### config.mk
export PLATFORM = sky130hd
export DESIGN_NAME = viterbi4_dec
export DESIGN_NICKNAME = d
export VERILOG_FILES = /design/src/rtl/viterbi4_pkg.sv /design/src/rtl/v4_branch_metric.sv /design/src/rtl/v4_acs.sv /design/src/rtl/v4_paths.sv /design/src/rtl/v4_emit.sv /design/src/rtl/viterbi4_dec.sv
export SDC_FILE = /design/constraint.sdc
export NUM_CORES = 1
export LEC_CHECK = 0
export ABC_AREA = 0
export BUFFER_PORTS_ARGS = -buffer_cell sky130_fd_sc_hd__buf_2
export CELL_PAD_IN_SITES_DETAIL_PLACEMENT = 1
export CELL_PAD_IN_SITES_GLOBAL_PLACEMENT = 1
export CORE_MARGIN = 5
export CORE_UTILIZATION = 44
export DETAILED_ROUTE_END_ITERATION = 7
export PLACE_DENSITY = 0.75
export SLEW_MARGIN = 40
export SYNTH_ARGS = -nofsm -noshare
export SYNTH_HDL_FRONTEND = slang
export SYNTH_SLANG_ARGS = --single-unit
### constraint.sdc
create_clock -name clk -period 3.63 [get_ports clk]
set_clock_uncertainty 0.05 [all_clocks]
set_input_delay 0 -clock clk [delete_from_list [all_inputs] [get_ports clk]]
set_output_delay 0 -clock clk [all_outputs]
set_load 0.05 [all_outputs]
### src/rtl/viterbi4_pkg.sv
package viterbi4_pkg;

   localparam int NSTATE = 4;

   // code label of the branch leaving state st (index {older, newest}) on input u
   function automatic logic [1:0] branch_label(input logic [1:0] st, input logic u);
      return {u ^ st[0] ^ st[1], u ^ st[1]};
   endfunction

   function automatic logic [1:0] pair_distance(input logic [1:0] x, input logic [1:0] y);
      logic [1:0] d;
      d = x ^ y;
      return {1'b0, d[1]} + {1'b0, d[0]};
   endfunction

endpackage

### src/rtl/v4_branch_metric.sv
module v4_branch_metric
   import viterbi4_pkg::*;
(
   input  logic [1:0]                  rx_pair,
   output logic [NSTATE-1:0][1:0][1:0] bm
);

   for (genvar s = 0; s < NSTATE; s++) begin : g_state
      for (genvar u = 0; u < 2; u++) begin : g_input
         assign bm[s][u] = pair_distance(rx_pair, branch_label(2'(s), 1'(u)));
      end
   end

endmodule

### src/rtl/v4_acs.sv
module v4_acs #(
   parameter int METRIC_W = 8
) (
   input  logic [METRIC_W-1:0] pm_lo,
   input  logic [METRIC_W-1:0] pm_hi,
   input  logic [1:0]          bm_lo,
   input  logic [1:0]          bm_hi,
   output logic [METRIC_W-1:0] pm_new,
   output logic                pick_hi
);

   function automatic logic [METRIC_W-1:0] sat_add(input logic [METRIC_W-1:0] a,
                                                   input logic [1:0] b);
      logic [METRIC_W:0] s;
      s = {1'b0, a} + (METRIC_W+1)'(b);
      return s[METRIC_W] ? {METRIC_W{1'b1}} : s[METRIC_W-1:0];
   endfunction

   logic [METRIC_W-1:0] cand_lo, cand_hi;

   assign cand_lo = sat_add(pm_lo, bm_lo);
   assign cand_hi = sat_add(pm_hi, bm_hi);
   // strict compare: equal candidates keep the lower-index predecessor
   assign pick_hi = cand_hi < cand_lo;
   assign pm_new  = pick_hi ? cand_hi : cand_lo;

endmodule

### src/rtl/v4_paths.sv
module v4_paths
   import viterbi4_pkg::*;
#(
   parameter int PW = 34
) (
   input  logic                       clk,
   input  logic                       rst_n,
   input  logic                       advance,
   input  logic                       restart,
   input  logic [NSTATE-1:0]          pick_hi,
   output logic [NSTATE-1:0][PW-1:0]  path_nxt
);

   logic [NSTATE-1:0][PW-1:0] path_q;

   for (genvar n = 0; n < NSTATE; n++) begin : g_exch
      localparam int P_LO = n >> 1;
      localparam int P_HI = 2 + (n >> 1);
      localparam logic U  = 1'(n & 1);
      assign path_nxt[n] = pick_hi[n] ? {path_q[P_HI][PW-2:0], U}
                                      : {path_q[P_LO][PW-2:0], U};
   end

   always_ff @(posedge clk) begin
      if (!rst_n || restart) begin
         path_q <= '0;
      end else if (advance) begin
         path_q <= path_nxt;
      end
   end

endmodule

### src/rtl/v4_emit.sv
module v4_emit #(
   parameter int PW    = 34,
   parameter int IDX_W = $clog2(PW)
) (
   input  logic             clk,
   input  logic             rst_n,
   input  logic             load,
   input  logic [PW-1:0]    load_path,
   input  logic [IDX_W-1:0] load_top,
   output logic             busy,
   output logic             bit_out,
   output logic             last_out
);

   logic [PW-1:0]    hold_q;
   logic [IDX_W-1:0] idx_q;

   always_ff @(posedge clk) begin
      if (!rst_n) begin
         busy   <= 1'b0;
         idx_q  <= '0;
         hold_q <= '0;
      end else if (load) begin
         busy   <= 1'b1;
         idx_q  <= load_top;
         hold_q <= load_path;
      end else if (busy) begin
         if (idx_q == IDX_W'(2)) busy <= 1'b0;
         else                    idx_q <= idx_q - 1'b1;
      end
   end

   assign bit_out  = hold_q[idx_q];
   assign last_out = busy && (idx_q == IDX_W'(2));

endmodule

### src/rtl/viterbi4_dec.sv
module viterbi4_dec
   import viterbi4_pkg::*;
#(
   parameter int MAX_MSG  = 32,
   parameter int METRIC_W = 8
) (
   input  logic       clk,
   input  logic       rst_n,
   input  logic       in_valid,
   input  logic [1:0] in_pair,
   input  logic       in_last,
   output logic       out_valid,
   output logic       out_bit,
   output logic       out_last
);

   localparam int PW    = MAX_MSG + 2;
   localparam int CNT_W = $clog2(PW + 1);
   localparam int IDX_W = $clog2(PW);

   if (MAX_MSG < 1) begin : g_bad_len
      $error("viterbi4_dec: MAX_MSG must be at least 1");
   end
   if (METRIC_W < 3) begin : g_bad_metric
      $error("viterbi4_dec: METRIC_W must be at least 3");
   end

   logic                              busy, step, frame_end;
   logic [NSTATE-1:0][1:0][1:0]       bm;
   logic [NSTATE-1:0][METRIC_W-1:0]   pm, pm_nxt;
   logic [NSTATE-1:0]                 pick_hi;
   logic [NSTATE-1:0][PW-1:0]         path_nxt;
   logic [CNT_W-1:0]                  step_cnt;
   logic [CNT_W:0]                    frame_len;
   logic                              load;
   logic [IDX_W-1:0]                  load_top;

   assign step      = in_valid && !busy;
   assign frame_end = step && in_last;

   function automatic logic [NSTATE-1:0][METRIC_W-1:0] start_metrics();
      logic [NSTATE-1:0][METRIC_W-1:0] m;
      for (int s = 0; s < NSTATE; s++) m[s] = {METRIC_W{1'b1}};
      m[0] = '0;
      return m;
   endfunction

   v4_branch_metric u_bm (
      .rx_pair (in_pair),
      .bm      (bm)
   );

   for (genvar n = 0; n < NSTATE; n++) begin : g_acs
      localparam int P_LO = n >> 1;
      localparam int P_HI = 2 + (n >> 1);
      localparam int U    = n & 1;
      v4_acs #(.METRIC_W(METRIC_W)) u_acs (
         .pm_lo   (pm[P_LO]),
         .pm_hi   (pm[P_HI]),
         .bm_lo   (bm[P_LO][U]),
         .bm_hi   (bm[P_HI][U]),
         .pm_new  (pm_nxt[n]),
         .pick_hi (pick_hi[n])
      );
   end

   always_ff @(posedge clk) begin
      if (!rst_n || frame_end) begin
         pm <= start_metrics();
      end else if (step) begin
         pm <= pm_nxt;
      end
   end

   always_ff @(posedge clk) begin
      if (!rst_n || frame_end) begin
         step_cnt <= '0;
      end else if (step && step_cnt != CNT_W'(PW)) begin
         step_cnt <= step_cnt + 1'b1;
      end
   end

   v4_paths #(.PW(PW)) u_paths (
      .clk      (clk),
      .rst_n    (rst_n),
      .advance  (step),
      .restart  (frame_end),
      .pick_hi  (pick_hi),
      .path_nxt (path_nxt)
   );

   assign frame_len = (CNT_W+1)'(step_cnt) + (CNT_W+1)'(1);
   assign load      = frame_end && (frame_len >= (CNT_W+1)'(3));
   assign load_top  = (frame_len > (CNT_W+1)'(PW)) ? IDX_W'(PW - 1)
                                                   : IDX_W'(frame_len - 1'b1);

   v4_emit #(.PW(PW), .IDX_W(IDX_W)) u_emit (
      .clk       (clk),
      .rst_n     (rst_n),
      .load      (load),
      .load_path (path_nxt[0]),
      .load_top  (load_top),
      .busy      (busy),
      .bit_out   (out_bit),
      .last_out  (out_last)
   );

   assign out_valid = busy;

endmodule

Yosys cells after proc, flatten, opt, wreduce, memory -nomap -nowiden
Index checks and enable logic that the tools add are counted.
{"block": "totals", "regBits": 209, "in_bits": 6, "out_inout_bits": 3, "word_cells": 76}
{"block": "classes", "addsub": 16, "order_cmp": 7, "n_eq_ne": 3, "mux": 25, "n_bitwise": 3, "n_reduce_logical": 10}
{"cell": "$mux W8", "n": 12}
{"cell": "$add A8 B2 Y9", "n": 8}
{"cell": "$mux W32", "n": 2}
{"cell": "$mux W34", "n": 1}
{"cell": "$mux W33", "n": 1}
{"cell": "$lt A8 B8 Y1", "n": 4}
{"cell": "$mux W6", "n": 4}
{"cell": "$sub A6 B1 Y6 const B", "n": 2}
{"cell": "$add A1 B1 Y2", "n": 4}
{"cell": "$add A6 B1 Y7 const B", "n": 1}
{"cell": "$ge A7 B2 Y1 const B", "n": 1}
{"cell": "$gt A7 B6 Y1 const B", "n": 1}
{"cell": "$lt A6 B7 Y1 const B", "n": 1}
{"cell": "$add A6 B1 Y6 const B", "n": 1}
{"cell": "$bmux W1 S6", "n": 1}
{"cell": "$eq A6 B2 Y1 const B", "n": 1}
{"cell": "$ne A6 B6 Y1 const B", "n": 1}
{"cell": "$logic_and A1 B1 Y1", "n": 5}
{"cell": "$mux W1", "n": 4}
{"cell": "$logic_not A1 Y1", "n": 2}
{"cell": "$ne A2 B2 Y1 const B", "n": 1}
{"cell": "$not A1 Y1", "n": 2}
{"cell": "$not A2 Y2", "n": 1}
{"cell": "$reduce_and A2 Y1", "n": 1}
{"cell": "2 further kinds", "n": 2}

Logic depth before layout (Yosys ltp)
Gate-level depths: netlist of run 1.
{"block": "logic_depth", "depth_word": 6, "depth_mapped": 18, "mapped_depth_nobuf": 16}

Cells and area by module
A second synthesis of run 1 with hierarchy kept.
{"block": "unflattened", "hier_cells": 1546, "area_unflattened_um2": 13281.5}
{"mod": "v4_paths", "n_inst": 1, "cells_each": 703, "area_each_um2": 6449.9, "seq_area_each_um2": 2542.4}
{"mod": "v4_emit", "n_inst": 1, "cells_each": 190, "area_each_um2": 2006.9, "seq_area_each_um2": 820.8}
{"mod": "viterbi4_dec", "n_inst": 1, "cells_each": 226, "area_each_um2": 1727.9, "seq_area_each_um2": 760.7}
{"mod": "v4_acs at g_acs[2].u_acs", "n_inst": 1, "cells_each": 103, "area_each_um2": 760.7, "seq_area_each_um2": 0.0}
{"mod": "v4_acs at g_acs[0].u_acs", "n_inst": 1, "cells_each": 104, "area_each_um2": 749.5, "seq_area_each_um2": 0.0}
{"mod": "v4_acs at g_acs[3].u_acs", "n_inst": 1, "cells_each": 100, "area_each_um2": 726.9, "seq_area_each_um2": 0.0}
{"mod": "v4_acs at g_acs[1].u_acs", "n_inst": 1, "cells_each": 103, "area_each_um2": 723.2, "seq_area_each_um2": 0.0}
{"mod": "v4_branch_metric", "n_inst": 1, "cells_each": 17, "area_each_um2": 136.4, "seq_area_each_um2": 0.0}

Least setup slack after synthesis of run 1
OpenSTA, ideal clock, no wires.
{"block": "synth_path", "path_type": "input to register", "from": "in in_pair[0]", "to": "reg u_paths.path_q[74] in the netlist's numbering", "setup_ns": 0.132, "arrival_time_ns": 3.269, "required_time_ns": 3.448, "setup_slack_ns": 0.178, "path_stages": 17, "path_buffers": 2, "path_cell_list": "inv_1 ha_1 inv_1 ha_1 a21oi_1 a21oi_1 nor2b_1 mux2_2 ha_1 a21o_1 a21oi_1 nor2b_1 a41o_1 clkbuf_1 buf_2 mux2i_1 a21oi_1"}
{"block": "synth_via", "elab_chain_cells": 6}
{"item": "start: declaration", "line_no": "viterbi4_dec.sv:10", "source": "input logic [1:0] in_pair,"}
{"item": "$not A1 Y1 (no line)"}
{"item": "$add A1 B1 Y2", "line_no": "viterbi4_pkg.sv:13", "source": "return {1'b0, d[1]} + {1'b0, d[0]};"}
{"item": "$add A8 B2 Y9", "line_no": "v4_acs.sv:15", "source": "s = {1'b0, a} + (METRIC_W+1)'(b);"}
{"item": "$mux W8", "line_no": "v4_acs.sv:16", "source": "return s[METRIC_W] ? {METRIC_W{1'b1}} : s[METRIC_W-1:0];"}
{"item": "$lt A8 B8 Y1 (*)", "line_no": "v4_acs.sv:24", "source": "assign pick_hi = cand_hi < cand_lo;"}
{"item": "$mux W33 (*)", "line_no": "v4_paths.sv:20", "source": "assign path_nxt[n] = pick_hi[n] ? {path_q[P_HI][PW-2:0], U}"}
{"item": "end signal: assignment", "line_no": "v4_paths.sv:28", "source": "path_q <= path_nxt;"}
{"item": "end: declaration", "line_no": "v4_paths.sv:14", "source": "logic [NSTATE-1:0][PW-1:0] path_q;"}
Mark *: on every way between the ends. The rest lies on a longest branch, timed or not.
A chain may end at the register's enable or synchronous reset.

Final worst setup path of run 1
{"block": "layout_path", "from": "reg pm[17] in the netlist's numbering", "to": "reg u_paths.path_q[55] in the netlist's numbering"}
{"block": "layout_via", "elab_chain_cells": 4}
{"item": "start: declaration", "line_no": "viterbi4_dec.sv:30", "source": "logic [NSTATE-1:0][METRIC_W-1:0] pm, pm_nxt;"}
{"item": "start signal: assignment", "line_no": "viterbi4_dec.sv:69", "source": "pm <= start_metrics();"}
{"item": "start signal: assignment", "line_no": "viterbi4_dec.sv:71", "source": "pm <= pm_nxt;"}
{"item": "$add A8 B2 Y9", "line_no": "v4_acs.sv:15"}
{"item": "$mux W8", "line_no": "v4_acs.sv:16"}
{"item": "$lt A8 B8 Y1", "line_no": "v4_acs.sv:24"}
{"item": "$mux W32", "line_no": "v4_paths.sv:20"}
No other way between the ends.

==> results of run 1 <==
==> registers in the layout, summed over array words and instances (netlist names) <==
register        count
u_paths.path_q    125
pm                 32
u_emit.hold_q      32
step_cnt            6
u_emit.idx_q        6
u_emit.busy         1
==> routing by layer <==
metal | vias to the layer above | share of wire | track usage
met5 | - | 0 | 0
met4 | 0 | 0.016 | 0.0417
met3 | 40 | 0.023 | 0.0232
met2 | 108 | 0.48 | 0.382
met1 | 5161 | 0.48 | 0.303
li1 | 5098 | - | -
==> worst min path at each step <==
stage,from,slack (ns),cells past startpoint,to
6_report,in_last,0.06,4,u_emit.idx_q[5]$_SDFFE_PN0P_
5_1_grt,in_last,0.13,4,u_emit.idx_q[5]$_SDFFE_PN0P_
4_1_cts,in_last,0.05,4,u_emit.idx_q[5]$_SDFFE_PN0P_
3_5_place_dp,rst_n,0.36,4,u_paths.path_q[31]$_SDFFE_PP0P_
3_3_place_gp,rst_n,0.36,4,u_paths.path_q[31]$_SDFFE_PP0P_
2_1_floorplan,rst_n,0.25,3,pm[10]$_SDFFE_PP1P_
==> synth_stat cells (5+ instances only) <==
cell	n	area, sq um
ha_1	51	638
buf_2	20	100
inv_1	25	93.8
nor2_1	56	210
dfxtp_1	202	4040
o21ai_0	179	896
mux2i_1	84	841
a31oi_1	8	50.1
and2_1	11	68.8
buf_6	5	56.3
o211ai_1	8	60.1
nor3_1	138	691
a211oi_1	46	345
o21a_1	6	45.0
clkbuf_1	97	364
a21oi_1	155	776
nand4_1	10	62.6
xnor2_1	16	140
nand3_1	29	145
nor4_1	34	213
a21o_1	12	90.1
mux4_2	8	180
xor2_1	9	78.8
and3_1	11	68.8
mux2_2	9	101
nor2b_1	10	62.6
nand2_1	59	221
nand2b_1	14	87.6
o32a_1	5	50.1
==> timing repair <==
| item | 4_1_cts | 5_1_grt |
|---|---|---|
| setup buffers | 0 | 1 |
| resized for setup | 0 | 16 |
| endpoints found under the setup margin | 0 | 104 |
| endpoints found under the hold margin | 1 | 0 |
| hold buffers | 1 | 0 |
==> report_power, final <==
part,switching [mW],leakage (nW),internal (mW)
Combinational,4.12,2.85,3.09
Clock,0.969,0.395,1.49
Sequential,0.451,1.66,2.64
==> cell families after synthesis <==
logic type | share of synthesized area
flops | 0.352
xor+xnor | 0.0190
buf+inv | 0.0561
compound gates | 0.246
fa+ha+maj | 0.0555
simple gates | 0.174
mux | 0.0976
==> critical path: stages (launching register included) <==
cell,delay [ns]
dfxtp_1,0.35
ha_1,0.34
a21oi_1,0.37
buf_4,0.22
nor2b_1,0.05
mux2_2,0.30
ha_1,0.30
nor2_1,0.20
nor3_1,0.08
nor2_1,0.13
buf_4,0.17
nand2_1,0.14
buf_12,0.24
nor3_1,0.24
nor3_1,0.10
==> layout by cell type (no fill, tap or decap), types with 4 or more instances in the layout <==
master,count
inv_1,25
xor2_1,9
a21o_1,12
mux4_2,8
o21a_1,5
nor2_1,55
nor3_1,136
nand4_1,10
nand2b_1,14
a31o_2,4
buf_4,34
o21ai_0,179
clkbuf_16,24
nor2b_1,8
and3_1,11
clkbuf_8,5
buf_2,8
o32a_1,5
clkinv_2,5
or3_1,4
mux2i_1,83
and2_1,10
nand2_1,58
buf_12,14
a21oi_2,4
mux2_2,9
a211oi_1,43
a31oi_1,8
a21oi_1,151
dfxtp_1,202
nor4_1,33
o211ai_1,8
or2_2,4
ha_1,50
nor3b_1,4
nand3_1,29
xnor2_1,16
==> area by class of cell <==
cell class | count | share of cell area
well taps | 335 | 0.0325
flip-flops and latches | 202 | 0.314
inverters | 25 | 0.00728
repair buffers | 59 | 0.0482
clock buffers | 31 | 0.0509
clock inverters | 11 | 0.0116
multi-input cells | 1043 | 0.536
==> through the flow <==
stage | setup slack, ns | std cells | util
after global placement | 0.00399 | 1661 | 0.462
after floorplan | 0.178 | 1398 | -
after detailed placement | -0.100 | 1661 | 0.462
after CTS | 0.121 | 1704 | 0.494
after global routing | -0.0168 | 1706 | 0.498
final | 0.204 | 1706 | 0.498
==> impl_results.md, run 1 <==
* Status: finished, final reports clean
* Initial drt markers at 625
* DRC at 0
* Element type at the critical path end: flop
* Drt via density at 6.10
* Area of the multi-input gates at 0.00691 sq mm
* Number of synthesis warnings at 0
* Root Driver: clkbuf_16
* Total length of routed wires at 33700 um
* Critical path launch point: pm[17]$_SDFFE_PP1P_
* Worst relative slew slack at 0.450
* Final Cycle Share at 0.944
* Hold_ws at 0.0644 ns
* Max-slew violations at 0
* Cell Pwr Density at 990 mW/mm^2
* Post-route ant nets at 0
* Distinct cells, synth at 70
* Hold Path Class: input port to flop
* Post-synth ARST share at 0
* Antenna violations before repair at 0
* Cells on worst reg2reg path at 14
* Post-layout min period at 3.43 ns
* Slew @ Worst Pin at 0.825 ns
* Grt ovf at 0
* Area growth, synth to finish at 12.1%
* Final Hold Viols at 0
* Post-DP HPWL at 22200 um
* Largest net degree at the start of global routing at 201
* Sequential share of the synthesized area at 0.352
* First-pass GRT wire length at 54700 um
* DRT Pass-1 Iters at 5
* Placement Cell Area at 0.0120 sq mm
* Clock Tree Buf Depth at 3
* Flops & latches, synth at 202
* Fmax at 292 MHz
* Synth Flop Type: dfxtp_1
* Vias in the first global route at 10417
* Type of origin of the critical path: flop
* Register area at 0.00404 sq mm
* Routed via count at 10407
* Leakage at 4.90 nW
* Die Wd at 172 um
* Fillers at 3016
* Total track usage at 0.221
* Design area at 0.0129 sq mm
* Die area at 0.0295 sq mm
* # setup viols final at 0
* Routability cong. at 0.842
* Antenna cells at 0
* CTS buffer count at 23
* Syn_nets at 1455
* VDD IR-drop max at 0.549 mV
* Initial core utilization at 0.444
* Syn Inst Count at 1398
* Crit Path Class: flop to flop
* Syn Std Cell Area at 0.0115 sq mm
* Crit-path max FO at 29
* Worst R2R Setup Slack at 0.20 ns
* Post-Syn Area per Cell at 8.22 sq um
* Max-cap violations at 0
* Layout Nets at 1411
* Worst setup path endpoint: u_paths.path_q[55]$_SDFFE_PP0P_
* Core ar. at 0.0259 sq mm
* TNS Setup at 0 ns
* Worst EP arrival at 3.78 ns
* CTS Sinks at 202
* Ports at 9
* FF-to-FF Start: pm[17]$_SDFFE_PP1P_
* Reg-to-reg endpoint: u_paths.path_q[55]$_SDFFE_PP0P_
* Layout cells sized above 1 at 0.113
* Die H at 172 um
* Clk Latency, worst-skew pair at 0.52 ns
* Wire length per cell at 19.7 um
* Critical path data required time at 3.98 ns
* # port buffers at 8
* Row Count at 59
* H-tree levels at 1
* Post-synth EDFFs at 0
* CTS tree: yes
* CTS clock-pin slew for the worst setup and hold paths at 0.06 ns
* Tot Pwr at 12.8 mW
No activity file was read; power rests on OpenSTA's default activity.
==> inputs of run 2 (changes only) <==
MAX_ROUTING_LAYER = met4   (was default)
SKIP_CTS_REPAIR_TIMING = 1   (was default)
==> run 2 against run 1 <==
Largest cell class unchanged. Critical path type unchanged. Critical endpoint is now u_paths.path_q[106]$_SDFFE_PP0P_. Count of clock-buffer cells in the layout increased by 5. Utilization decreased by 0.44 points. Global-route usage increased by 0.97 points. Setup slack got worse by 0.0078 ns. Final area decreased by 0.88%. Clock power decreased by 3%. Die area unchanged.
==> impl_results.md, run 2 (same netlist as run 1, synthesis figures left out) <==
* Die area at 0.0295 sq mm (unchanged)
* Crit path max-delay family: compound AO/OA/AOI/OAI gates (was simple AND/OR/NAND/NOR gates)
* Cell Chain, Critical Path: ha_1 > a21oi_1 > a21o_1 > nor2_1 > mux2_2 > ha_1 > a21oi_1 > a21boi_0 > buf_4 > a211oi_4 > buf_12 > a211oi_1 > nor3_1 (was ha_1 > a21oi_1 > buf_4 > nor2b_1 > mux2_2 > ha_1 > nor2_1 > nor3_1 > nor2_1 > buf_4 > nand2_1 > buf_12 > nor3_1 > nor3_1)
* Die Wd at 172 um (unchanged)
* Biggest regs: u_paths.path_q (125), pm (32), u_emit.hold_q (32) (unchanged)
* Design area at 0.0128 sq mm (was 0.0129 sq mm)
* # setup viols final at 0 (unchanged)
* Wire length per cell at 19.7 um (about the same)
* Commonest non-fill, non-tap cell in the layout: dfxtp_1 (unchanged)
* Max stage delay on crit path at 0.38 ns (was 0.37 ns)
* Row Count at 59 (unchanged)
* TNS Setup at 0 ns (unchanged)
* Clock Tree Buf Depth at 3 (unchanged)
* Placed insts at 1658 (was 1661)
* Total track usage at 0.231 (was 0.221)
* Initial drt markers at 640 (was 625)
* Vias in the first global route at 10618 (was 10417)
* Type of origin of the critical path: flop (unchanged)
* DRT Pass-1 Iters at 5 (unchanged)
* Antenna cells at 0 (unchanged)
* Final Cycle Share at 0.946 (was 0.944)
* Largest net degree at the start of global routing at 159 (was 201)
* Worst relative slew slack at 0.496 (was 0.450)
* CTS tree: yes (unchanged)
* DRC at 0 (unchanged)
* Placement Cell Area at 0.0120 sq mm (about the same)
* # port buffers at 8 (unchanged)
* Post-DP HPWL at 22100 um (was 22200 um)
* Fmax at 291 MHz (was 292 MHz)
* Total length of routed wires at 33500 um (was 33700 um)
* Post-route ant nets at 0 (unchanged)
* Die H at 172 um (unchanged)
* Crit Path Class: flop to flop (unchanged)
* Final Hold Viols at 0 (unchanged)
* Layout Cells excl Fill at 1701 (was 1706)
* Max-slew violations at 0 (unchanged)
* Layout Nets at 1408 (was 1411)
* Hold Path Class: input port to flop (unchanged)
* CP bufs+invs at 2 (was 3)
* CTS clock-pin slew for the worst setup and hold paths at 0.06 ns (about the same)
* Root Driver: clkbuf_16 (unchanged)
* Crit-path max FO at 31 (was 29)
* Post-layout min period at 3.43 ns (about the same)
* CP max-delay cell: dfxtp_1 (was a21oi_1)
* Area growth, synth to finish at 11.1% (was 12.1%)
* First-pass GRT wire length at 55400 um (was 54700 um)
* Layout cells sized above 1 at 0.102 (was 0.113)
* Ports at 9 (unchanged)
* Drt via density at 6.12 (was 6.10)
* Worst EP arrival at 3.81 ns (was 3.78 ns)
* Routability cong. at 0.866 (was 0.842)
* Critical path data required time at 4.00 ns (was 3.98 ns)
* Core ar. at 0.0259 sq mm (unchanged)
* CTS buffer count at 24 (was 23)
* Routed via count at 10416 (was 10407)
* Max FFs per register at 125 (unchanged)
* Element type at the critical path end: flop (unchanged)
* Top reg by flops: u_paths.path_q (unchanged)
* Unrepaired setup endpoints after global routing: false
* Status: finished, final reports clean (unchanged)
* Antenna violations before repair at 0 (unchanged)
* VDD IR-drop max at 0.561 mV (was 0.549 mV)
* Slew @ Worst Pin at 0.754 ns (was 0.825 ns)
* Cell Pwr Density at 967 mW/mm^2 (was 990 mW/mm^2)
* Max-cap violations at 0 (unchanged)
* Grt ovf at 0 (unchanged)
* CTS Sinks at 202 (unchanged)
* Clk Latency, worst-skew pair at 0.53 ns (was 0.52 ns)
* H-tree levels at 1 (unchanged)
* Initial core utilization at 0.444 (unchanged)
* Most frequent cells in the layout: 202 x dfxtp_1, 179 x o21ai_0, 153 x a21oi_1, 138 x nor3_1, 83 x mux2i_1 (was 202 x dfxtp_1, 179 x o21ai_0, 151 x a21oi_1, 136 x nor3_1, 83 x mux2i_1)
* Leakage at 4.86 nW (was 4.90 nW)
==> run 2: worst paths after layout <==
check | from | to | depth (start not counted) | slack (ns)
hold reg to reg | u_paths.path_q[36]$_SDFFE_PP0P_ | u_paths.path_q[36]$_SDFFE_PP0P_ | 2 | 0.43
setup reg to reg | pm[24]$_SDFFE_PP1P_ | u_paths.path_q[106]$_SDFFE_PP0P_ | 13 | 0.20
setup / recovery | pm[24]$_SDFFE_PP1P_ | u_paths.path_q[106]$_SDFFE_PP0P_ | 13 | 0.20
hold / removal | in_last | u_emit.idx_q[5]$_SDFFE_PN0P_ | 4 | 0.09
==> run 2: final cells by class <==
class,count,area (sq um)
sequential,202,4040
clock buffer,36,716
multi-input combinational,1043,6870
inverter,25,93.8
timing repair buffer,55,558
fill,3082,13100
tap,335,419
clock inverter,5,77.6
==> run 2: power breakdown <==
group	switching, mW	internal [mW]	total (mW)
sequential	0.448	2.64	3.09
combinational	3.99	2.90	6.89
clock	0.949	1.43	2.38
total	5.38	6.98	12.4
==> run 2: per-layer routing <==
layer	GRT usage	vias up	wire length, um
met1	0.306	5162	15900
met3	0.0283	46	947
met5	-	-	0
li1	-	5079	-
met2	0.385	129	16000
met4	0.0431	0	609
==> run 2: per-stage QoR <==
stage	setup slack (ns)	util	hold WS, ns	power (mW)
after floorplan	0.178	-	0.245	7.82
after global placement	0.0428	0.461	0.405	9.69
after detailed placement	-0.0880	0.461	0.414	9.88
after CTS	0.148	0.492	-0.0648	12.3
after global routing	0.00773	0.493	0.101	13.2
final	0.196	0.493	0.0936	12.4
==> run 2: worst register-to-register path, cell delays in order (launching register included) <==
cell and delay (ns):
dfxtp_1 0.38, ha_1 0.28, a21oi_1 0.16, a21o_1 0.21
nor2_1 0.18, mux2_2 0.38, ha_1 0.34, a21oi_1 0.15
a21boi_0 0.12, buf_4 0.16, a211oi_4 0.30, buf_12 0.25
a211oi_1 0.11, nor3_1 0.26
